$ cat config.mk
export PLATFORM = sky130hd
export DESIGN_NAME = sop_engine
export DESIGN_NICKNAME = d
export VERILOG_FILES = /design/src/rtl/sop_engine.sv
export SDC_FILE = /design/constraint.sdc
export NUM_CORES = 1
export LEC_CHECK = 0
export ABC_AREA = 1
export ABC_CLOCK_PERIOD_IN_PS = 10600
export BUFFER_PORTS_ARGS = -buffer_cell sky130_fd_sc_hd__buf_4
export CORE_ASPECT_RATIO = 1.2
export CORE_UTILIZATION = 55
export DETAILED_ROUTE_END_ITERATION = 6
export HOLD_SLACK_MARGIN = 0.12
export PLACE_DENSITY = 0.84
export SLEW_MARGIN = 20
export SYNTH_ARGS = -nofsm -noshare
export SYNTH_HDL_FRONTEND = slang
export SYNTH_SLANG_ARGS = --single-unit
export TNS_END_PERCENT = 20
$ cat constraint.sdc
create_clock -name clk -period 10.6 [get_ports clk]
set_clock_uncertainty 0.1 [all_clocks]
set_input_delay 0.53 -clock clk [delete_from_list [all_inputs] [get_ports clk]]
set_output_delay 0.53 -clock clk [all_outputs]
set_load 0.02 [all_outputs]
$ cat src/rtl/sop_engine.sv
module sop_engine #(
  parameter int ADDR_W = 16,
  parameter int CNT_W  = 16
) (
  input  logic              clk,
  input  logic              rst_n,
  input  logic              start,
  input  logic              word_mode,
  input  logic [ADDR_W-1:0] ptr_a_in,
  input  logic [ADDR_W-1:0] ptr_b_in,
  input  logic [CNT_W-1:0]  count_in,
  input  logic [31:0]       acc_in,
  input  logic              irq_req,
  output logic              mem_rd,
  output logic [ADDR_W-1:0] mem_addr,
  input  logic [7:0]        mem_rdata,
  output logic              busy,
  output logic              done,
  output logic [31:0]       acc_out,
  output logic [ADDR_W-1:0] ptr_a_out,
  output logic [ADDR_W-1:0] ptr_b_out,
  output logic [CNT_W-1:0]  count_out,
  output logic              ovf_out,
  output logic              irq_pend
);

  typedef enum logic [2:0] {S_IDLE, S_CHECK, S_FETCH, S_CAP, S_MAC, S_FIN} state_t;

  state_t            state;
  logic              word_q;
  logic [ADDR_W-1:0] pa, pb;
  logic [CNT_W-1:0]  cnt;
  logic [31:0]       acc;
  logic              ovf;
  logic [1:0]        slot, slot_q;
  logic              rd_q;
  logic [7:0]        opnd [4];
  logic              irq_seen;

  logic signed [15:0] a_s, b_s;
  logic signed [31:0] prod;
  logic [32:0]        sum_w;
  logic [16:0]        sum_b;
  logic               ovf_now;
  logic [31:0]        new_acc;
  logic [ADDR_W-1:0]  step;
  logic               last_slot;

  assign a_s  = word_q ? {opnd[1], opnd[0]} : {{8{opnd[0][7]}}, opnd[0]};
  assign b_s  = word_q ? {opnd[3], opnd[2]} : {{8{opnd[2][7]}}, opnd[2]};
  assign prod = a_s * b_s;

  assign sum_w = {acc[31], acc} + {prod[31], prod};
  assign sum_b = {acc[15], acc[15:0]} + {prod[15], prod[15:0]};

  assign ovf_now = word_q ? (sum_w[32] != sum_w[31]) : (sum_b[16] != sum_b[15]);
  assign new_acc = word_q ? sum_w[31:0] : {acc[31:16], sum_b[15:0]};
  assign step    = word_q ? ADDR_W'(2) : ADDR_W'(1);

  assign last_slot = word_q ? (slot == 2'd3) : (slot == 2'd2);

  assign mem_rd   = (state == S_FETCH);
  assign mem_addr = (slot[1] ? pb : pa) + ADDR_W'(slot[0]);

  assign busy      = (state != S_IDLE) && (state != S_FIN);
  assign done      = (state == S_FIN);
  assign acc_out   = acc;
  assign ptr_a_out = pa;
  assign ptr_b_out = pb;
  assign count_out = cnt;
  assign ovf_out   = ovf;
  assign irq_pend  = !busy && (irq_req || irq_seen);

  always_ff @(posedge clk) begin
    if (!rst_n) begin
      state    <= S_IDLE;
      word_q   <= 1'b0;
      pa       <= '0;
      pb       <= '0;
      cnt      <= '0;
      acc      <= '0;
      ovf      <= 1'b0;
      slot     <= '0;
      slot_q   <= '0;
      rd_q     <= 1'b0;
      irq_seen <= 1'b0;
      for (int i = 0; i < 4; i++) opnd[i] <= '0;
    end else begin
      rd_q   <= mem_rd;
      slot_q <= slot;
      if (rd_q) opnd[slot_q] <= mem_rdata;

      if (busy && irq_req)   irq_seen <= 1'b1;
      else if (state == S_FIN) irq_seen <= 1'b0;

      case (state)
        S_IDLE: if (start) begin
          word_q <= word_mode;
          pa     <= ptr_a_in;
          pb     <= ptr_b_in;
          cnt    <= count_in;
          acc    <= acc_in;
          ovf    <= 1'b0;
          state  <= S_CHECK;
        end
        S_CHECK: begin
          slot  <= '0;
          state <= (cnt == '0) ? S_FIN : S_FETCH;
        end
        S_FETCH: begin
          slot <= slot + (word_q ? 2'd1 : 2'd2);
          if (last_slot) state <= S_CAP;
        end
        S_CAP: state <= S_MAC;
        S_MAC: begin
          acc   <= new_acc;
          pa    <= pa + step;
          pb    <= pb + step;
          cnt   <= cnt - 1'b1;
          ovf   <= ovf_now;
          state <= ovf_now ? S_FIN : S_CHECK;
        end
        S_FIN:   state <= S_IDLE;
        default: state <= S_IDLE;
      endcase
    end
  end

endmodule

==> summary by stage <==
Outcome
The flow ran to the end, and the final reports show no timing, DRC or antenna violations.

Floorplanning
The floorplan step set the die width to 171 microns. For this configuration, the core starts out at a cell density of 56.3%. The row count is 73. In this run the vertical extent of the chip is 205 microns. The floorplan step defined a die boundary enclosing 35,000 sq um. The core region is 33,400 sq um.

For this design the top-level I/O count stands at 194.

Worst hold path
The worst hold path belongs to the class input pin to flip-flop.

Worst setup path
Along the worst path, the maximum fanout reaches 15. The terminus of the critical flop-to-flop path is acc_out[29]. Across all register-to-register paths, the minimum setup slack is 1.15 ns.

The startpoint of the most critical setup path is opnd[0][7]. The slowest stage of the critical path is the edfxtp_1 cell. The data required time of the critical path is 10.88 ns. The delay contributed by the slowest stage of the critical path is 0.85 ns.

The setup path with the least slack is of type flip-flop to flip-flop. The end point of the critical path is acc_out[29]. The worst setup path is launched from a flip-flop.

The number of cells on the worst reg-to-reg path is 34. The critical path capture point type is a flip-flop. Data arrives at the worst endpoint at 9.73 ns. The most common cell type on the critical path is inv_1.

The worst register-to-register path begins at opnd[0][7].

Clock tree
After clock tree synthesis, the repair step resized 0 gates. Clock-pin slew was measured on the worst setup and hold paths at 0.07 ns. Post-CTS timing repair inserted 0 buffers for setup. The CTS tree is yes. TritonCTS created 17 clock buffers. The maximum level of the CTS H-tree is 4. The clock sink count is 123. The longest clock path from root to sink contains 2 buffers. The quantity of hold-fixing buffers added after cts is 0. The later pin in the worst-skew pair is clocked with a latency of 0.45 ns.

The buffer cell driving the clock tree root is clkbuf_16.

Route
The remaining antenna violation count is 0. In the routed design, unresolved DRC markers number 0. The length of the first detailed-routing pass in iterations is 6. The via-per-instance ratio is 5.58. The routed design has 56,200 microns of wire.

The mean routed wirelength per cell is 17.6 microns. The detailed router finished its first iteration with 1,551 violations. For this block, the via count after detailed routing is 17,800.

Timing
The final hold violation count is 0. The aggregate negative setup slack is 0 ns. Setup repair after global routing left no endpoint under its margin. For the finished layout, the period the worst path requires is 9.45 ns.

Timing would allow up to 106 MHz. The normalized max-slew margin is 30.5%. The number of max-slew violations in the final report was 0. The slew of the pin with the lowest slew margin is 1.04 ns. The count of final setup violators is 0.

The final worst-path cycle share is 89.2%. Final hold analysis gives a worst-case slack of 0.256 ns.

Synth
The leading register cell type out of synthesis is dfxtp_1. The share of cell area taken by muxes after synthesis is 0.0532%. The combinational family with the most area after synthesis is adder cells. The gate count of the mapped netlist is 2,582. The mapped netlist covers 18,800 sq um. After Yosys synthesis, XOR and XNOR cells account for 3.30% of the synthesized area.

The area fraction in compound gates after synthesis is 9.98%. The adder-cell share of the synthesized area is 36.5%. The synthesized design devotes to its leading area cell type 28.2% of total area. By area the synthesized netlist is led by fa_1, nand2_1, inv_1, dfxtp_1, ha_1. For this run, asynchronously set or reset flops after synthesis account for 0%. The flop and latch count out of synthesis is 123.

fa_1 takes more of the synthesized area than any other cell. A synthesized cell averages 7.29 sq um. The number of nets in the synthesized netlist is 3,065. The number of distinct library cell variants in the gate-level netlist after synthesis is 49.

In this run, synthesis inferred 32 flip-flops with an integrated enable. The number of warnings printed during yosys synthesis is 0. The sequential fraction of the synthesis area is 14.8%. Summing the areas of all and, or, nand and nor instances in the mapped netlist gives 22.0% of the synthesized area.

Global routing
The wire length of the first global-routing pass is 92,300 microns. The number of antenna violations at the first check in global routing was 0. The layer flagged by global routing as most heavily used is met2. The overall overflow remaining after global route is 0. The maximum number of pins on one net before global-route repair is 78. For this run, global-route usage on met1 was measured as 40.5%. The met2 usage in global routing is 58.3%. The via count of the first global-routing pass is 18,500. The global-route met3 utilization is 6.03%. The global-route total usage across every layer is 33.9%.

Run
Max-cap violations in this run came to 0.

Cells and area
The post-route netlist has 9.90% of its cells at a drive strength greater than 1. The repair_antennas step left the layout with diodes totalling 0. The leading cell type in the layout, fill and taps excluded is nand2_1.

Once layout is complete, the utilization of the core stands at 63.4%. Relative to the synthesized area, the layout overhead comes to 12.6%. The top cell types in the final layout, fill and taps aside, are nand2_1, inv_1, fa_1, nor2_1, buf_4.

The final layout contains 3,207 nets.

Placed design
At the end of routability-driven placement, the weighted congestion stood at 0.947. The total of buffers placed on input and output ports is 193. The total half-perimeter wirelength after legalization and detailed placement is 45,400 microns.
==> layout make-up <==
| type | instances | area, sq um |
|---|---|---|
| flip-flops and latches | 123 | 2780 |
| multi-input cells | 1800 | 13500 |
| clock buffers | 18 | 450 |
| fillers | 2947 | 12200 |
| well taps | 450 | 563 |
| clock inverters | 14 | 171 |
| inverters | 582 | 2180 |
| repair buffers | 200 | 1500 |
==> synth_stat cells, types with 32 or more instances <==
library cell	n
nand3_1	95
a21oi_1	154
ha_1	125
nor2_1	228
inv_1	569
edfxtp_1	32
xor2_1	47
nand2_1	584
clkbuf_1	43
dfxtp_1	91
o21ai_0	80
nor3_1	39
fa_1	265
==> stage by stage <==
step	worst slack, ns	std cells	area [sq um]
after global placement	1.40	3155	20600
after CTS	1.26	3187	21200
after global routing	0.605	3187	21200
final	1.15	3187	21200
after floorplan	3.07	2582	18800
after detailed placement	1.31	3155	20600
==> flip-flops by register name (all words and copies together), names as in the netlist <==
register / flops
irq_seen: 1
word_q: 1
ptr_b_out: 16
ptr_a_out: 16
ovf_out: 1
opnd: 32
rd_q: 1
slot_q: 2
slot: 2
state: 3
acc_out: 32
count_out: 16
==> critical path, delay by kind of cell, from the launching register on <==
family,cells,cell delay [ns]
xor+xnor,1,0.32
flops,1,0.85
buf+inv,7,0.98
compound gates,3,0.52
simple gates,15,2.86
fa+ha+maj,8,3.72
==> worst min path at each step <==
stage / startpoint / to / slack (ns) / cells past startpoint
after floorplan: slot[0] / slot_q[0] / 0.35 / 2
after global placement: ovf_out / ovf_out / 0.37 / 2
after detailed placement: acc_out[5] / acc_out[5] / 0.39 / 2
after CTS: acc_in[27] / acc_out[27] / 0.26 / 3
after global routing: count_in[6] / count_out[6] / 0.28 / 3
final: acc_in[0] / acc_out[0] / 0.26 / 3
==> cell families after synthesis <==
kind of cell             after synthesis
AND/OR/NAND/NOR                     1005
buffers and inverters                659
adder cells (fa/ha/maj)              390
AO/OA/AOI/OAI                        333
flip-flops                           123
XOR/XNOR                              71
multiplexers                           1
==> per-layer routing <==
metal	part of all wire [%]	routed length, microns
met5	0	0
met4	5.6	3120
met3	8.2	4610
met2	49	27600
met1	37	20800
Power is left out: the tool's default activity adds up to more than one toggle a clock period on the data nets, which glitch-free logic cannot reach.
